<file path="src/rtl/vfp_pkg.sv">
`timescale 1ns/1ps
package vfp_pkg;
    localparam int GAIN_FRAC = 15;
    localparam int GAIN_W    = GAIN_FRAC + 1;

    // Gain for each 3 dB step, unity = 2**GAIN_FRAC.
    function automatic logic [GAIN_W-1:0] step_gain(input logic [2:0] code);
        logic [GAIN_W-1:0] g;
        case (code)
            3'd0:    g = 16'd32768;
            3'd1:    g = 16'd23198;
            3'd2:    g = 16'd16423;
            3'd3:    g = 16'd11627;
            3'd4:    g = 16'd8231;
            3'd5:    g = 16'd5827;
            3'd6:    g = 16'd4125;
            default: g = 16'd2920;
        endcase
        return g;
    endfunction
endpackage

</file>
<file path="src/rtl/vfp_tx.sv">
`timescale 1ns/1ps
module vfp_tx #(
    parameter int SAMPLE_W = 13,
    parameter int FRAME_W  = 16
) (
    input  logic                clk,
    input  logic                rst_n,
    input  logic                pwr_n,
    input  logic                mute,
    input  logic                fsx,
    input  logic [SAMPLE_W-1:0] tx_sample,
    output logic                dout,
    output logic                dout_oe
);
    localparam int CNT_W = $clog2(FRAME_W);
    localparam int PAD_W = FRAME_W - SAMPLE_W;

    typedef struct packed {
        logic               fs;
        logic               busy;
        logic [CNT_W-1:0]   cnt;
        logic [FRAME_W-1:0] sh;
    } tx_st_t;

    tx_st_t st_d, st_q;
    logic   start;

    always_comb begin
        st_d    = st_q;
        st_d.fs = fsx;
        start   = fsx && !st_q.fs && !st_q.busy;
        if (!pwr_n) begin
            st_d.busy = 1'b0;
            st_d.cnt  = '0;
            st_d.sh   = '0;
        end else if (st_q.busy) begin
            st_d.sh = {st_q.sh[FRAME_W-2:0], 1'b0};
            if (st_q.cnt == CNT_W'(FRAME_W - 1)) begin
                st_d.busy = 1'b0;
                st_d.cnt  = '0;
            end else begin
                st_d.cnt = st_q.cnt + 1'b1;
            end
        end else if (start) begin
            st_d.busy = 1'b1;
            st_d.cnt  = '0;
            st_d.sh   = mute ? '0 : {tx_sample, {PAD_W{1'b0}}};
        end
    end

    always_ff @(posedge clk or negedge rst_n) begin
        if (!rst_n) st_q <= '0;
        else        st_q <= st_d;
    end

    assign dout    = st_q.busy & st_q.sh[FRAME_W-1];
    assign dout_oe = st_q.busy;

    assert_start_R2: assert property (@(posedge clk) disable iff (!rst_n)
        $rose(st_q.busy) |-> ($past(fsx) && !$past(st_q.fs)));
    assert_pad_zero_R3: assert property (@(posedge clk) disable iff (!rst_n)
        (st_q.busy && st_q.cnt >= CNT_W'(SAMPLE_W)) |-> !dout);
    assert_slot_len_R4: assert property (@(posedge clk) disable iff (!rst_n)
        ($fell(st_q.busy) && $past(pwr_n)) |-> ($past(st_q.cnt) == CNT_W'(FRAME_W - 1)));
    assert_mute_zero_R5: assert property (@(posedge clk) disable iff (!rst_n)
        ($rose(st_q.busy) && $past(mute)) |-> (st_q.sh == '0));
    assert_pd_quiet_R6: assert property (@(posedge clk) disable iff (!rst_n)
        !pwr_n |=> !dout_oe);
endmodule

</file>
<file path="src/rtl/vfp_rx.sv">
`timescale 1ns/1ps
module vfp_rx #(
    parameter int SAMPLE_W = 13,
    parameter int CODE_W   = 3,
    parameter int FRAME_W  = 16
) (
    input  logic                clk,
    input  logic                rst_n,
    input  logic                pwr_n,
    input  logic                fsr,
    input  logic                din,
    output logic                rx_valid,
    output logic [SAMPLE_W-1:0] rx_sample,
    output logic [CODE_W-1:0]   rx_atten
);
    localparam int CNT_W = $clog2(FRAME_W);

    typedef struct packed {
        logic                fs;
        logic                busy;
        logic [CNT_W-1:0]    cnt;
        logic [FRAME_W-2:0]  sh;
        logic                valid;
        logic [SAMPLE_W-1:0] sample;
        logic [CODE_W-1:0]   code;
    } rx_st_t;

    rx_st_t             st_d, st_q;
    logic [FRAME_W-1:0] word;

    always_comb begin
        st_d       = st_q;
        st_d.fs    = fsr;
        st_d.valid = 1'b0;
        word       = {st_q.sh, din};
        if (!pwr_n) begin
            st_d.busy = 1'b0;
            st_d.cnt  = '0;
        end else if (st_q.busy) begin
            st_d.sh = word[FRAME_W-2:0];
            if (st_q.cnt == CNT_W'(FRAME_W - 1)) begin
                st_d.busy   = 1'b0;
                st_d.cnt    = '0;
                st_d.valid  = 1'b1;
                st_d.sample = word[FRAME_W-1 -: SAMPLE_W];
                st_d.code   = word[CODE_W-1:0];
            end else begin
                st_d.cnt = st_q.cnt + 1'b1;
            end
        end else if (fsr && !st_q.fs) begin
            st_d.busy = 1'b1;
            st_d.cnt  = CNT_W'(1);
            st_d.sh   = word[FRAME_W-2:0];
        end
    end

    always_ff @(negedge clk or negedge rst_n) begin
        if (!rst_n) st_q <= '0;
        else        st_q <= st_d;
    end

    assign rx_valid  = st_q.valid;
    assign rx_sample = st_q.sample;
    assign rx_atten  = st_q.code;

    assert_pd_novalid_R6: assert property (@(negedge clk) disable iff (!rst_n)
        !pwr_n |=> !rx_valid);
    assert_valid_after_word_R7: assert property (@(negedge clk) disable iff (!rst_n)
        $rose(rx_valid) |-> $past(st_q.busy));
    assert_valid_pulse_R8: assert property (@(negedge clk) disable iff (!rst_n)
        rx_valid |=> !rx_valid);
endmodule

</file>
<file path="src/rtl/vfp_scale.sv">
`timescale 1ns/1ps
module vfp_scale
    import vfp_pkg::*;
#(
    parameter int SAMPLE_W = 13,
    parameter int CODE_W   = 3
) (
    input  logic [SAMPLE_W-1:0] sample,
    input  logic [CODE_W-1:0]   code,
    output logic [SAMPLE_W-1:0] scaled
);
    localparam int PROD_W = SAMPLE_W + GAIN_W + 1;

    logic signed [GAIN_W:0]   gain_s;
    logic signed [PROD_W-1:0] prod;
    logic signed [PROD_W-1:0] rnd;

    always_comb begin
        gain_s = signed'({1'b0, step_gain(code)});
        prod   = PROD_W'($signed(sample)) * PROD_W'(gain_s);
        rnd    = prod + (PROD_W'(1) <<< (GAIN_FRAC - 1));
        scaled = SAMPLE_W'(rnd >>> GAIN_FRAC);
    end
endmodule

</file>
<file path="src/rtl/voice_frame_port.sv">
`timescale 1ns/1ps
module voice_frame_port #(
    parameter int SAMPLE_W = 13,
    parameter int CODE_W   = 3
) (
    input  logic                clk,
    input  logic                rst_n,
    input  logic                pwr_n,
    input  logic                mute,
    input  logic                fsx,
    input  logic [SAMPLE_W-1:0] tx_sample,
    output logic                dout,
    output logic                dout_oe,
    input  logic                fsr,
    input  logic                din,
    output logic                rx_valid,
    output logic [SAMPLE_W-1:0] rx_sample,
    output logic [CODE_W-1:0]   rx_atten,
    output logic [SAMPLE_W-1:0] rx_scaled
);
    localparam int FRAME_W = SAMPLE_W + CODE_W;

    vfp_tx #(.SAMPLE_W(SAMPLE_W), .FRAME_W(FRAME_W)) u_tx (
        .clk(clk), .rst_n(rst_n), .pwr_n(pwr_n), .mute(mute), .fsx(fsx),
        .tx_sample(tx_sample), .dout(dout), .dout_oe(dout_oe)
    );

    vfp_rx #(.SAMPLE_W(SAMPLE_W), .CODE_W(CODE_W), .FRAME_W(FRAME_W)) u_rx (
        .clk(clk), .rst_n(rst_n), .pwr_n(pwr_n), .fsr(fsr), .din(din),
        .rx_valid(rx_valid), .rx_sample(rx_sample), .rx_atten(rx_atten)
    );

    vfp_scale #(.SAMPLE_W(SAMPLE_W), .CODE_W(CODE_W)) u_scale (
        .sample(rx_sample), .code(rx_atten), .scaled(rx_scaled)
    );

    assert_unity_R9: assert property (@(posedge clk) disable iff (!rst_n)
        (rx_atten == '0) |-> (rx_scaled == rx_sample));
    assert_code_fresh_R10: assert property (@(posedge clk) disable iff (!rst_n)
        (rx_valid && !$past(rx_valid)) |-> (rx_sample[SAMPLE_W-1] == rx_scaled[SAMPLE_W-1] || rx_scaled == '0));
endmodule

</file>
<file path="config.mk">
export PLATFORM = sky130hd
export DESIGN_NAME = voice_frame_port
export DESIGN_NICKNAME = d
export VERILOG_FILES = /design/src/rtl/vfp_pkg.sv /design/src/rtl/vfp_tx.sv /design/src/rtl/vfp_rx.sv /design/src/rtl/vfp_scale.sv /design/src/rtl/voice_frame_port.sv
export SDC_FILE = /design/constraint.sdc
export NUM_CORES = 1
export LEC_CHECK = 0
export BUFFER_PORTS_ARGS = -buffer_cell sky130_fd_sc_hd__buf_2
export CORE_UTILIZATION = 35
export CTS_CLUSTER_DIAMETER = 120
export CTS_CLUSTER_SIZE = 40
export DETAILED_ROUTE_END_ITERATION = 6
export SETUP_SLACK_MARGIN = 0.1
export SYNTH_ARGS = -nofsm -noshare
export SYNTH_HDL_FRONTEND = slang
export SYNTH_SLANG_ARGS = --single-unit
</file>
<file path="constraint.sdc">
create_clock -name clk -period 19.9 [get_ports clk]
set_input_delay 3.98 -clock clk [delete_from_list [all_inputs] [get_ports clk]]
set_output_delay 3.98 -clock clk [all_outputs]
set_load 0.01 [all_outputs]
</file>
* Word level (Yosys, flattened, before mapping)
Index checks and enable logic that the tools add are counted.
Cells by class: add/sub/neg operators 3, multipliers 1, equality and inequality tests 10, multiplexer cells 15, bitwise gates (word level) 1, reductions and logical operators 10
Operator list (count):
- one-hot mux 16 bit (7 select lines) | 1
- two-way mux 21 bit | 3
- two-way mux 17 bit | 3
- two-way mux 20 bit | 2
- adder 28 x 16 -> 28 bit, second input constant | 1
- multiplier 13 x 17 -> 28 bit | 1
- two-way mux 16 bit | 1
- equality test 3 bit, second input constant | 3
- adder 4 x 1 -> 4 bit, second input constant | 2
- equality test 4 bit, second input constant | 2
- two-way mux 4 bit | 2
- equality test 3 x 2 -> 1 bit, second input constant | 2
- != test 3 x 1 -> 1 bit, second input constant | 2
- two-way mux 5 bit | 1
- equality test 3 x 1 -> 1 bit, second input constant | 1
- logical AND 1 bit | 3
- logical NOT 1 bit | 3
- logical NOT 3 bit | 1
- AND reduction 3 bit | 1
- two-way mux 1 bit | 2
- AND reduction 2 bit | 1
- nonzero test 2 bit | 1
- AND 1 bit | 1
Storage, ports and cells: register bits after elaboration 60, input port bits 20, output and inout bits 32, logic and storage cells 51

* Logic depth before layout (Yosys ltp)
depth in word-level cells 6, gate-level depth with buffers 24, gate-level depth less buffers 22

* Hierarchy
A second synthesis with hierarchy kept.
Second synthesis, totals: cells, all modules 975, area total of the unflattened synthesis 9365.2 µm²
By module, submodules not included:
- vfp_scale | instances 1, cells an instance 790, area each 6762.7 µm², sequential area each 0.0 µm²
- vfp_rx | instances 1, cells an instance 111, area each 1645.3 µm², sequential area each 950.9 µm²
- vfp_tx | instances 1, cells an instance 74, area each 957.2 µm², sequential area each 525.5 µm²

==> metrics.md <==
| Metric | Value |
|---|---|
| Clock-pin slew on the worst setup and hold paths | 40 ps |
| Clock tree sinks | 59 |
| Multiplexer share of the synthesized area | 1.941% |
| Compound-gate portion of the synthesized area | 7.951% |
| Final hold violation count | 0 |
| Initial DRT Pass Iterations | 4 |
| Antenna diode count | 0 |
| Number of setup violations in the final report | 13 |
| CTS root buf | sky130_fd_sc_hd__clkbuf_16 |
| DR vias/cell | 4.821 |
| Run status | finished with violations |
| Top flip-flop cell by instance count after synthesis | sky130_fd_sc_hd__dfrtn_1 |
| Delay of the slowest critical-path stage | 550 ps |
| CTS HTree Levels | 3 |
| Clock tree from TritonCTS | built |
| Area growth from synthesis to layout | 25.16% |
| Share of synthesized flip-flops with an asynchronous set or reset | 100.0% |
| Final-layout worst hold slack | 431.9 ps |
| Die ar. | 27180 µm² |
| Net count of the mapped netlist | 1272 |
| Antenna violations before repair | 0 |
| Synthesized-area fraction occupied by xor and xnor cells | 1.887% |
| Number of synthesized flops with an enable pin | 0 |
| Slew of the pin with the lowest slew margin | 757.7 ps |
| Number of standard-cell rows in the floorplan | 59 |
| Filler Cells Inserted | 2540 |
| Cell with the biggest individual delay on the critical path | sky130_fd_sc_hd__fa_1 |
| Most common cell type on the critical path | sky130_fd_sc_hd__fa_1 |
| Placer Congestion | 0.8509 |
| Hold Path Cell Cnt | 2 |
| Overall via count from detail_route | 7140 |
| Drt total wl | 22110 µm |
| Yosys Warn Count | 0 |
| Biggest fanout along the worst timing path | 6 |
| Number of storage elements in the synthesis netlist | 59 |
| Number of buffers added to fix hold violations after cts | 0 |
| Initial Util | 35.63% |
| Startpoint type of the worst setup path | flop |
| Max_slew headroom | 49.49% |
| Crit Path Category | reg -> out |
| Average footprint of a synthesized cell | 9.192 µm² |
| Synth Area in Adders | 44.99% |
| Area of the core | 26060 µm² |
| DP HPWL | 17600 µm |
| Gate count after technology mapping | 1010 |
| Clock Skews | 3.297 ps |
| Min setup slack post-route | -333.1 ps |
| Number of CTS-inserted buffers | 9 |
| Vias in the first global route | 7278 |
| Most common library cell in the layout ignoring fill and taps | sky130_fd_sc_hd__inv_1 |
| Worst setup timing slack at the placement stage | -173.8 ps |
| Worst vdd rail ir drop | 40.54 µV |
| Number of top-level pins | 52 |
| GR Util All Layers | 16.91% |
| Count of input and output buffers | 51 |
| DRC | 0 |
| CP top delay family | adder cells |
| Setup repair after global routing missed its margin | yes |
| Most frequent cells in the layout | sky130_fd_sc_hd__inv_1 (177), sky130_fd_sc_hd__nand2_1 (158), sky130_fd_sc_hd__fa_1 (148) |
| Distinct cell type count of the synthesized netlist | 50 |
| Max Cap Violations | 0 |
| Largest family of logic cells by synthesized area | adder cells |
| Length in cells of the worst reg-to-reg path | 6 |
| Kind of end point of the critical path | primary output |
| Share of synthesized cell area in and, or, nand and nor gates | 16.82% |
| Required time at the endpoint of the critical path | 15920 ps |
| CP bufs+invs | 5 |
| Cell count after placement | 1439 |
| Number of nets in the finished design | 1404 |
| Maximum number of pins on one net before global-route repair | 60 |
| Insertion delay to the later sink of the worst-skew pair | 320 ps |
| Logic depth of the worst setup path including buffers | 20 |
| Clock Tree Buf Depth | 2 |
| Fin. max-slew vios | 0 |
| Count of nets left with antenna violations after detail routing | 0 |
| Global-route wire length before repair | 36230 µm |
| Static power due to leakage | 6.050 nW |
| Chip width | 164.9 µm |
| Crit-path cells | nand2b_4 > buf_6 > o22ai_4 > buf_6 > buf_4 > or2_4 > fa_1 > fa_1 > fa_1 > fa_1 > inv_1 > fa_1 > ha_4 > ha_4 > and4_1 > a221o_1 > a31o_4 > a221o_1 > o31a_1 > buf_2 |
| Pwr/cell area | 26.71 nW/µm² |
| Arrival time of data at the critical path endpoint | 16250 ps |
| Mapped cell area | 9284 µm² |
| Drt first-iter violations | 298 |
| Die Y-Extent | 164.9 µm |
| Average routed wire per standard cell | 14.93 µm |
| Final non-filler cell total | 1481 |
| Fraction of final layout cells sized beyond drive strength 1 | 25.57% |
| Failing checks | negative setup slack |
| Share of the yosys chip area belonging to registers | 15.90% |
| Remaining global-route overflow | 0 |
| Hold Crit Class | reg -> reg |
[power breakdown]
| group | internal, mW | switching (mW) | leakage, nW |
|---|---|---|---|
| Sequential | 0.136 | 0.0112 | 0.783 |
| Clock | 0.0903 | 0.0482 | 0.130 |
| Combinational | 0.0144 | 0.0105 | 5.14 |
[layout make-up]
type                            count  area [µm²]  area share [%]
Tap cell                          335       419.2           3.607
Timing Repair Buffer              186        1405           12.09
Clock buffer                       15       267.8           2.304
Multi-Input combinational cell    707        7380           63.51
Inverter                          179       671.9           5.782
Sequential cell                    59        1476           12.71
[cell usage after synthesis (all sizes together) (2+ instances only)]
| master | count | area, µm² |
|---|---|---|
| a211oi | 3 | 22.52 |
| a21boi | 2 | 15.01 |
| a21o | 4 | 30.03 |
| a21oi | 23 | 115.1 |
| a221o | 2 | 20.02 |
| a22o | 26 | 227.7 |
| a31o | 2 | 17.52 |
| a31oi | 2 | 12.51 |
| a32o | 3 | 30.03 |
| and2 | 79 | 494.2 |
| and3 | 20 | 125.1 |
| and4 | 4 | 35.03 |
| buf | 18 | 127.6 |
| clkbuf | 47 | 176.4 |
| dfrtn | 38 | 950.9 |
| dfrtp | 21 | 525.5 |
| fa | 153 | 3063 |
| ha | 89 | 1114 |
| inv | 178 | 668.1 |
| mux2 | 16 | 180.2 |
| nand2 | 165 | 619.3 |
| nand2b | 10 | 62.56 |
| nand3 | 7 | 35.03 |
| nor2 | 20 | 75.07 |
| nor2b | 4 | 25.02 |
| nor3 | 7 | 35.03 |
| o211ai | 2 | 15.01 |
| o21a | 2 | 15.01 |
| o21ai | 19 | 95.09 |
| o22ai | 4 | 25.02 |
| o31ai | 3 | 22.52 |
| or2 | 4 | 25.02 |
| xnor2 | 15 | 131.4 |
| xor2 | 5 | 43.79 |
[metrics by stage]
stage	total power, mW	TNS [ps]	area, µm²	utilization (%)
floorplan	0.1630	0	9437	-
global placement	0.1725	-593.2	10580	40.62
detailed placement	0.1740	-831.3	10580	40.62
CTS	0.3126	-2779	11420	43.81
global route	0.3237	-5542	11620	44.59
finish	0.3104	-2676	11620	44.59
[worst paths after layout]
| kind | start | to | slack [ps] |
|---|---|---|---|
| worst max-delay path | u_rx.rx_atten[1]$_DFFE_NN0P_ | rx_scaled[10] | -330 |
| worst min-delay path | u_rx.st_q[31]$_DFFE_NN0P_ | u_rx.rx_sample[12]$_DFFE_NN0P_ | 430 |
| worst max register to register | u_rx.st_q[32]$_DFFE_NN0P_ | u_rx.rx_atten[0]$_DFFE_NN0P_ | 17540 |
| worst min register to register | u_rx.st_q[31]$_DFFE_NN0P_ | u_rx.rx_sample[12]$_DFFE_NN0P_ | 430 |
| max in group asynchronous | rst_n | u_rx.st_q[20]$_DFFE_NN0P_ | 5730 |
| min in group asynchronous | rst_n | u_tx.st_q[8]$_DFFE_PN0P_ | 3810 |
[worst reg2reg max path, cell delays in order (launching register included)]
cell and delay (ps):
sky130_fd_sc_hd__dfrtn_1 380, sky130_fd_sc_hd__ha_1 270, sky130_fd_sc_hd__and4_1 230, sky130_fd_sc_hd__nand2_1 410
sky130_fd_sc_hd__clkinv_1 590, sky130_fd_sc_hd__nand2_1 220, sky130_fd_sc_hd__o21ai_0 100
[sequential cells by signal (all words and copies together), names as in the netlist]
signal / flops
u_rx.rx_atten: 3
u_rx.rx_sample: 13
u_rx.rx_valid: 1
u_rx.st_q: 21
u_tx.dout_oe: 1
u_tx.st_q: 20
[what timing repair did]
action / in CTS / in global routing
setup buffers: 21 / 5
gates cloned: 1 / 0
endpoints found under the setup margin: 13 / 13
resized for setup: 72 / 32
pin swaps: 35 / 18
[cell families after synthesis]
family          Yosys count
mux                      16
simple gates            324
buf+inv                 244
xor+xnor                 20
flops                    59
fa+ha+maj               242
compound gates          105
[metal layers]
| metal | GRT usage [%] | share of wire [%] | up-vias |
|---|---|---|---|
| met5 | 0 | 0 | - |
| met4 | 3.795 | 0.94 | 0 |
| met3 | 1.607 | 3.2 | 17 |
| met2 | 27.94 | 50 | 109 |
| met1 | 23.90 | 46 | 3614 |
| li1 | - | - | 3400 |
Note: power is estimated with default switching activity, not from simulation.
